$ cat src/rtl/srx_pkg.sv
package srx_pkg;

   typedef enum logic [2:0] {
      RX_IDLE,
      RX_START,
      RX_DATA,
      RX_PARITY,
      RX_STOP
   } rx_state_t;

   typedef struct packed {
      logic       perr;
      logic       ferr;
      logic [7:0] data;
   } rx_item_t;

   localparam int unsigned ITEM_W = $bits(rx_item_t);

endpackage

$ cat src/rtl/srx_sync.sv
module srx_sync #(
   parameter int unsigned STAGES    = 2,
   parameter logic        RESET_VAL = 1'b1
) (
   input  logic clk,
   input  logic rst_n,
   input  logic d_in,
   output logic d_out
);

   generate
      if (STAGES < 2) begin : g_bad_stages
         $error("srx_sync: STAGES must be at least 2");
      end
   endgenerate

   logic [STAGES-1:0] chain;

   generate
      for (genvar s = 0; s < STAGES; s++) begin : g_stage
         if (s == 0) begin : g_first
            always_ff @(posedge clk or negedge rst_n) begin
               if (!rst_n) chain[0] <= RESET_VAL;
               else        chain[0] <= d_in;
            end
         end else begin : g_next
            always_ff @(posedge clk or negedge rst_n) begin
               if (!rst_n) chain[s] <= RESET_VAL;
               else        chain[s] <= chain[s-1];
            end
         end
      end
   endgenerate

   assign d_out = chain[STAGES-1];

endmodule

$ cat src/rtl/srx_frame.sv
module srx_frame
   import srx_pkg::*;
(
   input  logic       clk,
   input  logic       rst_n,
   input  logic       rx_s,
   input  logic       os_tick,
   input  logic       cfg_os8,
   input  logic       cfg_data7,
   input  logic       cfg_par_en,
   input  logic       cfg_par_odd,
   input  logic       cfg_stop2,
   output logic       push_o,
   output rx_item_t   push_item
);

   localparam int unsigned CNT_W = 4;

   rx_state_t         st;
   logic [CNT_W-1:0]  cnt;
   logic [2:0]        bitn;
   logic [7:0]        shreg;
   logic              par_acc;
   logic              ferr_q;
   logic              perr_q;
   logic              stopn;
   logic              line_q;

   logic [CNT_W-1:0]  half_last;
   logic [CNT_W-1:0]  full_last;
   logic [2:0]        data_last;
   logic              centre;
   logic              at_bit_end;
   logic              fe_now;

   always_comb begin
      half_last  = cfg_os8 ? CNT_W'(3) : CNT_W'(7);
      full_last  = cfg_os8 ? CNT_W'(7) : CNT_W'(15);
      data_last  = cfg_data7 ? 3'd6 : 3'd7;
      centre     = (st == RX_START) ? (cnt == half_last) : (cnt == full_last);
      at_bit_end = os_tick && (st != RX_IDLE) && centre;
      fe_now     = ferr_q | ~rx_s;
   end

   always_ff @(posedge clk or negedge rst_n) begin
      if (!rst_n) begin
         st        <= RX_IDLE;
         cnt       <= '0;
         bitn      <= '0;
         shreg     <= '0;
         par_acc   <= 1'b0;
         ferr_q    <= 1'b0;
         perr_q    <= 1'b0;
         stopn     <= 1'b0;
         line_q    <= 1'b1;
         push_o    <= 1'b0;
         push_item <= '0;
      end else begin
         push_o <= 1'b0;
         if (os_tick) begin
            line_q <= rx_s;
            if (st == RX_IDLE) begin
               if (line_q && !rx_s) begin
                  st  <= RX_START;
                  cnt <= CNT_W'(1);
               end
            end else if (!at_bit_end) begin
               cnt <= cnt + CNT_W'(1);
            end else begin
               cnt <= '0;
               unique case (st)
                  RX_START: begin
                     if (rx_s) begin
                        st <= RX_IDLE;
                     end else begin
                        st      <= RX_DATA;
                        bitn    <= '0;
                        shreg   <= '0;
                        par_acc <= 1'b0;
                        ferr_q  <= 1'b0;
                        perr_q  <= 1'b0;
                        stopn   <= 1'b0;
                     end
                  end
                  RX_DATA: begin
                     shreg[bitn] <= rx_s;
                     par_acc     <= par_acc ^ rx_s;
                     if (bitn == data_last) begin
                        st <= cfg_par_en ? RX_PARITY : RX_STOP;
                     end else begin
                        bitn <= bitn + 3'd1;
                     end
                  end
                  RX_PARITY: begin
                     perr_q <= par_acc ^ rx_s ^ cfg_par_odd;
                     st     <= RX_STOP;
                  end
                  RX_STOP: begin
                     if (cfg_stop2 && !stopn) begin
                        ferr_q <= fe_now;
                        stopn  <= 1'b1;
                     end else begin
                        push_o         <= 1'b1;
                        push_item.data <= shreg;
                        push_item.ferr <= fe_now;
                        push_item.perr <= perr_q;
                        st             <= RX_IDLE;
                     end
                  end
                  default: st <= RX_IDLE;
               endcase
            end
         end
      end
   end


   push_on_tick_chk: assert property (@(posedge clk) disable iff (!rst_n)
      push_o |-> $past(os_tick));


   bit7_clear_chk: assert property (@(posedge clk) disable iff (!rst_n)
      (push_o && cfg_data7) |-> !push_item.data[7]);


   glitch_abort_chk: assert property (@(posedge clk) disable iff (!rst_n)
      (st == RX_START && os_tick && cnt == half_last && rx_s)
         |=> (st == RX_IDLE && !push_o));


   stop_needed_chk: assert property (@(posedge clk) disable iff (!rst_n)
      $rose(push_o) |-> $past(st == RX_STOP));

endmodule

$ cat src/rtl/srx_fifo.sv
module srx_fifo #(
   parameter int unsigned DEPTH = 16,
   parameter int unsigned WIDTH = 10,
   localparam int unsigned AW   = $clog2(DEPTH),
   localparam int unsigned LW   = AW + 1
) (
   input  logic             clk,
   input  logic             rst_n,
   input  logic             push,
   input  logic [WIDTH-1:0] wdata,
   input  logic             pop,
   output logic [WIDTH-1:0] rdata,
   output logic             empty,
   output logic [LW-1:0]    level,
   output logic             ovf
);

   generate
      if (DEPTH < 2 || (DEPTH & (DEPTH - 1)) != 0) begin : g_bad_depth
         $error("srx_fifo: DEPTH must be a power of two, at least 2");
      end
      if (WIDTH < 1) begin : g_bad_width
         $error("srx_fifo: WIDTH must be positive");
      end
   endgenerate

   logic [WIDTH-1:0] mem [DEPTH];
   logic [AW-1:0]    wp;
   logic [AW-1:0]    rp;
   logic [LW-1:0]    count;
   logic             full;
   logic             wr_ok;
   logic             rd_ok;

   always_comb begin
      full  = (count == LW'(DEPTH));
      empty = (count == '0);
      wr_ok = push && !full;
      rd_ok = pop && !empty;
      rdata = mem[rp];
      level = count;
   end

   always_ff @(posedge clk) begin
      if (wr_ok) mem[wp] <= wdata;
   end

   always_ff @(posedge clk or negedge rst_n) begin
      if (!rst_n) begin
         wp    <= '0;
         rp    <= '0;
         count <= '0;
         ovf   <= 1'b0;
      end else begin
         if (wr_ok) wp <= wp + AW'(1);
         if (rd_ok) rp <= rp + AW'(1);
         unique case ({wr_ok, rd_ok})
            2'b10:   count <= count + LW'(1);
            2'b01:   count <= count - LW'(1);
            default: count <= count;
         endcase
         if (push && full) ovf <= 1'b1;
      end
   end


   no_overflow_chk: assert property (@(posedge clk) disable iff (!rst_n)
      (push && full && !pop) |=> (count == LW'(DEPTH)));


   ovf_sticky_chk: assert property (@(posedge clk) disable iff (!rst_n)
      ovf |=> ovf);


   no_underflow_chk: assert property (@(posedge clk) disable iff (!rst_n)
      (pop && empty && !push) |=> empty);


   level_bound_chk: assert property (@(posedge clk) disable iff (!rst_n)
      count <= LW'(DEPTH));

endmodule

$ cat src/rtl/serial_frame_rx.sv
module serial_frame_rx
   import srx_pkg::*;
#(
   parameter int unsigned DEPTH       = 16,
   parameter int unsigned SYNC_STAGES = 2,
   localparam int unsigned LVL_W      = $clog2(DEPTH) + 1
) (
   input  logic             clk,
   input  logic             rst_n,
   input  logic             rx_line,
   input  logic             os_tick,
   input  logic             cfg_os8,
   input  logic             cfg_data7,
   input  logic             cfg_par_en,
   input  logic             cfg_par_odd,
   input  logic             cfg_stop2,
   input  logic             rd_en,
   output logic [7:0]       rd_data,
   output logic             rd_frame_err,
   output logic             rd_parity_err,
   output logic             rd_empty,
   output logic [LVL_W-1:0] rd_level,
   output logic             overrun
);

   logic     rx_s;
   logic     push;
   rx_item_t push_item;
   rx_item_t head;

   srx_sync #(
      .STAGES    (SYNC_STAGES),
      .RESET_VAL (1'b1)
   ) i_sync (
      .clk   (clk),
      .rst_n (rst_n),
      .d_in  (rx_line),
      .d_out (rx_s)
   );

   srx_frame i_frame (
      .clk         (clk),
      .rst_n       (rst_n),
      .rx_s        (rx_s),
      .os_tick     (os_tick),
      .cfg_os8     (cfg_os8),
      .cfg_data7   (cfg_data7),
      .cfg_par_en  (cfg_par_en),
      .cfg_par_odd (cfg_par_odd),
      .cfg_stop2   (cfg_stop2),
      .push_o      (push),
      .push_item   (push_item)
   );

   srx_fifo #(
      .DEPTH (DEPTH),
      .WIDTH (ITEM_W)
   ) i_fifo (
      .clk   (clk),
      .rst_n (rst_n),
      .push  (push),
      .wdata (push_item),
      .pop   (rd_en),
      .rdata (head),
      .empty (rd_empty),
      .level (rd_level),
      .ovf   (overrun)
   );

   assign rd_data       = head.data;
   assign rd_frame_err  = head.ferr;
   assign rd_parity_err = head.perr;


   empty_level_chk: assert property (@(posedge clk) disable iff (!rst_n)
      rd_empty == (rd_level == '0));

endmodule

$ cat config.mk
export PLATFORM = sky130hd
export DESIGN_NAME = serial_frame_rx
export DESIGN_NICKNAME = d
export VERILOG_FILES = /design/src/rtl/srx_pkg.sv /design/src/rtl/srx_sync.sv /design/src/rtl/srx_frame.sv /design/src/rtl/srx_fifo.sv /design/src/rtl/serial_frame_rx.sv
export SDC_FILE = /design/constraint.sdc
export NUM_CORES = 1
export LEC_CHECK = 0
export BUFFER_PORTS_ARGS = -buffer_cell sky130_fd_sc_hd__buf_4
export CORE_MARGIN = 3
export CORE_UTILIZATION = 25
export CTS_CLUSTER_DIAMETER = 50
export DETAILED_ROUTE_END_ITERATION = 16
export GPL_TIMING_DRIVEN = 0
export HOLD_SLACK_MARGIN = 0.15
export PLACE_DENSITY = 0.44
export SETUP_SLACK_MARGIN = 0.05
export SYNTH_ARGS = -nofsm -noshare
export SYNTH_HDL_FRONTEND = slang
export SYNTH_SLANG_ARGS = --single-unit
$ cat constraint.sdc
create_clock -name clk -period 5.1 [get_ports clk]
set_input_delay 0.51 -clock clk [delete_from_list [all_inputs] [get_ports clk]]
set_output_delay 0.51 -clock clk [all_outputs]
set_load 0.02 [all_outputs]
-- Word level (Yosys, flattened, before mapping)
Memories as Yosys holds them, arrays and structs flattened.
Cells that the tools add are included.
- output and inout port bits: 17
- register bits: 50
- RAM bits: 160
- input port bits: 10
- memories: 1
- word-level logic and storage cells: 115
- memory list (name ; depth ; width ; read ports ; clocked after memory_dff ; wr ports ; RTL line ; text):
    i_fifo.mem ; 16 ; 10 ; 1 ; 0 ; 1 ; srx_fifo.sv:27 ; logic [WIDTH-1:0] mem [DEPTH];
- equal/unequal tests: 16
- reductions and logical operators: 27
- $lt $le $gt $ge: 2
- bitwise logic cells: 6
- mux-type cells: 38
- $add $sub $neg: 6
- operator list (operator ; number):
    $mux 3 ; 9
    $reduce_and 5->1 ; 4
    $mux 4 ; 4
    $pmux 8 s2 ; 1
    $mux 1 ; 13
    $add 4x1->4 const B ; 3
    $pmux 3 s4 ; 1
    $reduce_and 6->1 ; 2
    $pmux 5 s2 ; 1
    $reduce_bool 2->1 ; 5
    $bwmux 8 ; 1
    $eq 4x4->1 ; 2
    $logic_and 1x1->1 ; 8
    $mux 8 ; 1
    $pmux 1 s2 ; 4
    $eq 3x2->1 const B ; 2
    $ne 2x2->1 const B ; 3
    $pmux 3 s2 ; 1
    $add 5x1->5 const B ; 1
    $eq 5x5->1 const B ; 1
    $logic_not 5->1 ; 1
    $sub 5x1->5 const B ; 1
    $logic_not 1->1 ; 4
    $lt 3x4->1 const B ; 1
    18 further kinds ; 21

-- Depth between registers and ports, before layout
- depth in word-level cells: 7
- mapped depth: 12
- depth with buffers taken out: 11

-- Cells and area by module
A second synthesis with hierarchy kept.
- cells, all modules: 572
- area, all modules: 8987.4 um2
- modules (own cells, without submodules) (module ; area each (um2) ; cells an instance ; times used ; seq. area each (um2)):
    srx_fifo ; 7026.7 ; 389 ; 1 ; 5154.9
    srx_frame ; 1908.1 ; 181 ; 1 ; 852.1
    srx_sync ; 52.6 ; 2 ; 1 ; 52.6

-- Worst setup path before layout
Ideal clock, no wire load.
- kind: register -> register
- start point: register i_fifo.count[1] (netlist: i_fifo.level[1])
- end point: register i_fifo.count[4] (netlist: i_fifo.level[4])
- required time: 5.020 ns
- clock period less this slack: 2.889 ns
- data arrival time: 2.809 ns
- buffers on the path: 1
- stages on the path, launching flop included: 12
- library setup time: 0.080 ns
- slack: 2.211 ns
- cell sequence: dfrtp_1 nor4_1 nor2b_1 nor2b_1 clkbuf_1 ha_1 ha_1 nor2b_1 o21ai_0 a21oi_1 nor3_1 xor2_1
- longest elaborated chain between the ends: 5
- elaborated cells on any way between the ends: 12
- classes of those cells: add/sub (2); eq/ne (3); mux (1); reduce/logical (6)
- RTL lines (item ; RTL line ; text):
    start, declared ; srx_fifo.sv:30 ; logic [LW-1:0] count;
    start signal, assigned ; srx_fifo.sv:58 ; 2'b10: count <= count + LW'(1);
    start signal, assigned ; srx_fifo.sv:59 ; 2'b01: count <= count - LW'(1);
    start signal, assigned ; srx_fifo.sv:60 ; default: count <= count;
    $logic_not 5->1 (*) ; srx_fifo.sv:37 ; empty = (count == '0);
    via rd_empty ; serial_frame_rx.sv:21 ; output logic rd_empty,
    $logic_not 1->1 (*) ; srx_fifo.sv:39 ; rd_ok = pop && !empty;
    $logic_and 1x1->1 (*) ; srx_fifo.sv:39 ;
    via i_fifo.rd_ok ; srx_fifo.sv:33 ; logic rd_ok;
    $eq 2x1->1 / $eq 2x2->1 (equally long branches) ; srx_fifo.sv:57 ; unique case ({wr_ok, rd_ok})
    $pmux 5 s2 / $reduce_bool 2->1 (equally long branches) ; -- ;
Mark *: on every way through the listed nets, which the timed path passes. The rest lies on a longest branch.
A chain may end at the register's enable or synchronous reset.

-- Final worst setup path
- start point: register i_fifo.rp[0]
- end point: output port rd_parity_err
- longest elaborated chain between the ends: 1
- RTL lines (item ; RTL line ; text):
    start, declared ; srx_fifo.sv:29 ; logic [AW-1:0] rp;
    start signal, assigned ; srx_fifo.sv:56 ; if (rd_ok) rp <= rp + AW'(1);
    $mem_v2 16x10 ; -- ;
    end, declared ; serial_frame_rx.sv:20 ; output logic rd_parity_err,
Every way passes these cells.

==> results.ini <==
[power]
power_frac_comb = 0.265
swShare = 0.314
p_leak_nw = 3.68
power_mw = 5.03
pwr-share-clk = 0.331
internal_power_mw = 3.45
pwr-share-seq = 0.404
power.switching_mw = 1.58
powerDensity_mw_per_mm2 = 483
peakVddDrop_mv = 0.257

[die]
num_rows = 68
die_area_mm2 = 0.0374
start_util = 0.254
die-height_um = 193
design.core.area_mm2 = 0.0346
die_w_um = 193
ios = 27

[final_layout]
syn_to_final_growth_pct = 18.6
antenna_cells = 0
nets = 587
final_layout_size_suffix_gt1_frac = 0.255

[worst_setup_path]
crit_required_ps = 4590
endpoint_kind = output port
worstPathArrival_ps = 2970
startpoint_type = register
cp_max_fo = 10
r2r_cells = 11
critical_path_class = register to output port

[synth]
yosysWarnings = 0
yosysSeqAreaShare = 0.690
avgSynthCellArea_um2 = 17.4
syn_nets = 528
syn_inst = 506
synth_area_leaders = edfxtp_1, dfrtp_1, mux4_2
ys_seq_elements = 210
netlist.area_leader.share = 0.547
synth_edf_count = 160
synth_area_leader_cell = edfxtp_1
netlist_area_mm2 = 0.00878
yosys_most_used_dff = edfxtp_1
synth_cell_types = 55
synthArstFlopShare = 0.238

[timing]
relSlewSlack = 0.138
worst_slew_pin_slew_ps = 1290
fmax_ghz = 0.288
finalHoldViolCount = 0
finalSetupViolations = 0
skew_ps = 14.9
rsz0062_at_grt = false
fin_ws_ps = 1620
period_minus_slack_ps = 3480
fin_hold_ws_ps = 356
drv_slew = 0
fin_crit_sh = 0.682
setup_tns_ps = 0

[placement]
io_buffers = 25
place_congestion = 0.801
dp_hpwl_um = 13200
place_ws_ps = 2070

[cts]
clk_latency_ps = 530
cts.sinks = 210
ctsRootBufferMaster = clkbuf_16
h-tree-depth = 1
cts_tree = yes
clkTransAtPathRegs_ps = 60
cts_setup_buffers = 0
cts_buffer_depth = 3
cts-buffers-inserted = 26

[grt]
antenna_found_initial = 2
grt_pass1_vias = 5147
grt-ovfl-total = 0
grt_max_degree = 51
grtUsageTotal = 0.109
grt_pass1_wl_um = 31600

[detailed_routing]
routedWlPerCell_um = 19.5
firstDrtPassIters = 5
route.detailed.drc = 0
dr.max_layer_used = met4
dr_wl_met3_um = 942
drt-vias-per-instance = 4.55
wl_met2_um = 9830
antenna_left = 0
drt-met1-wl_um = 8870
drt-total-wl_um = 20200
vias = 4730
drt_iter0_markers = 243

[job]
maxCapViolCount = 0

[hold_path]
hold_path_depth = 0
hold_path.class = register to register

[run_status]
status = completed

synth_stat cells, types with 2 or more instances:
master	count
nand2_1	23
nand2b_1	6
nor3_1	9
o41ai_1	9
o21ai_0	23
o31a_1	2
o31ai_1	4
nand4_1	2
nand3b_1	2
mux2_4	2
mux2_2	4
buf_2	6
nor2_1	21
o22ai_1	2
mux2_1	9
a21oi_1	8
nand3_1	9
buf_6	3
dfrtp_1	47
mux4_2	50
or3_1	3
buf_1	2
dfstp_2	3
nor2b_1	8
xor2_1	5
clkbuf_1	17
a31oi_1	6
ha_1	11
edfxtp_1	160
inv_1	15
a21o_1	3
xnor2_1	8
or2_2	2
logic make-up after synthesis:
logic type               Yosys count  share of synthesized area
XOR/XNOR                          13                     0.0130
multiplexers                      66                      0.149
flip-flops                       210                      0.690
adder cells (fa/ha/maj)           12                     0.0179
AND/OR/NAND/NOR                   92                     0.0521
AO/OA/AOI/OAI                     69                     0.0553
buffers and inverters             44                     0.0224
power groups by stage:
| stage | clock network, mW | logic (mW) | registers (mW) |
|---|---|---|---|
| 3_5_place_dp | 0 | 1.36 | 2.06 |
| 5_1_grt | 1.80 | 1.47 | 2.05 |
| 3_3_place_gp | 0 | 1.33 | 2.06 |
| 2_1_floorplan | 0 | 0.948 | 2.06 |
| 6_report | 1.67 | 1.33 | 2.03 |
| 4_1_cts | 1.72 | 1.36 | 2.03 |
final timing paths:
kind | start | end | slack, ps
setup / recovery | i_fifo.rp[0]$_DFFE_PN0P_ | rd_parity_err | 1620
hold / removal | i_sync.chain[0]$_DFF_PN1_ | i_sync.d_out$_DFF_PN1_ | 360
setup reg to reg | i_fifo.level[1]$_DFFE_PN0P_ | i_fifo.level[4]$_DFFE_PN0P_ | 2000
hold reg to reg | i_sync.chain[0]$_DFF_PN1_ | i_sync.d_out$_DFF_PN1_ | 360
max in group asynchronous | rst_n | i_frame.st[0]$_DFFE_PN0P_ | 4070
min in group asynchronous | rst_n | i_frame.cnt[2]$_DFFE_PN0P_ | 570
critical path, cell delays in order, from the launching register on:
cell,delay (ps)
dfrtp_1,340
clkbuf_1,300
buf_2,490
mux4_2,590
mux4_2,540
buf_4,180
cells in the final DEF, fill, tap and decap left out, types with 15 or more instances in the layout:
| cell | count |
|---|---|
| buf_4 | 25 |
| clkbuf_1 | 21 |
| clkbuf_16 | 26 |
| dfrtp_1 | 47 |
| edfxtp_1 | 160 |
| inv_1 | 15 |
| mux4_2 | 50 |
| nand2_1 | 23 |
| nor2_1 | 21 |
| o21ai_0 | 23 |
metal layers:
layer / global-route usage / vias to the layer above
met2: 0.181 / 109
met3: 0.0199 / 33
met4: 0.0354 / 0
met1: 0.145 / 2468
met5: 0 / -
li1: - / 2120
registers in the layout, indices dropped and copies added, names as in the netlist, 3 cells and up:
name and count:
i_fifo.level 5, i_fifo.mem 160, i_fifo.rp 4, i_fifo.wp 4, i_frame.bitn 3, i_frame.cnt 4
i_frame.push_item 10, i_frame.shreg 8, i_frame.st 3
area by class of cell:
type                    instances  area [um2]
clock buffers                  31         679
flip-flops and latches        210        6060
clock inverters                17         113
well taps                     455         569
multi-input cells             252        2550
inverters                      15        56.3
fillers                      3395       24200
plain buffers                  29         140
repair buffers                 31         253
per-stage QoR:
| step | util | std cells | cell area [um2] |
|---|---|---|---|
| floorplan | - | 506 | 8780 |
| detailed placement | 0.277 | 990 | 9610 |
| global route | 0.301 | 1040 | 10400 |
| global placement | 0.276 | 986 | 9540 |
| finish | 0.301 | 1040 | 10400 |
| CTS | 0.301 | 1040 | 10400 |
timing repair:
action / CTS / global route
endpoints found under the setup margin: 0 / 0
hold buffers: 2 / 0
resized for setup: 0 / 0
endpoints found under the hold margin: 48 / 0
(Power assumes the default switching activity.)
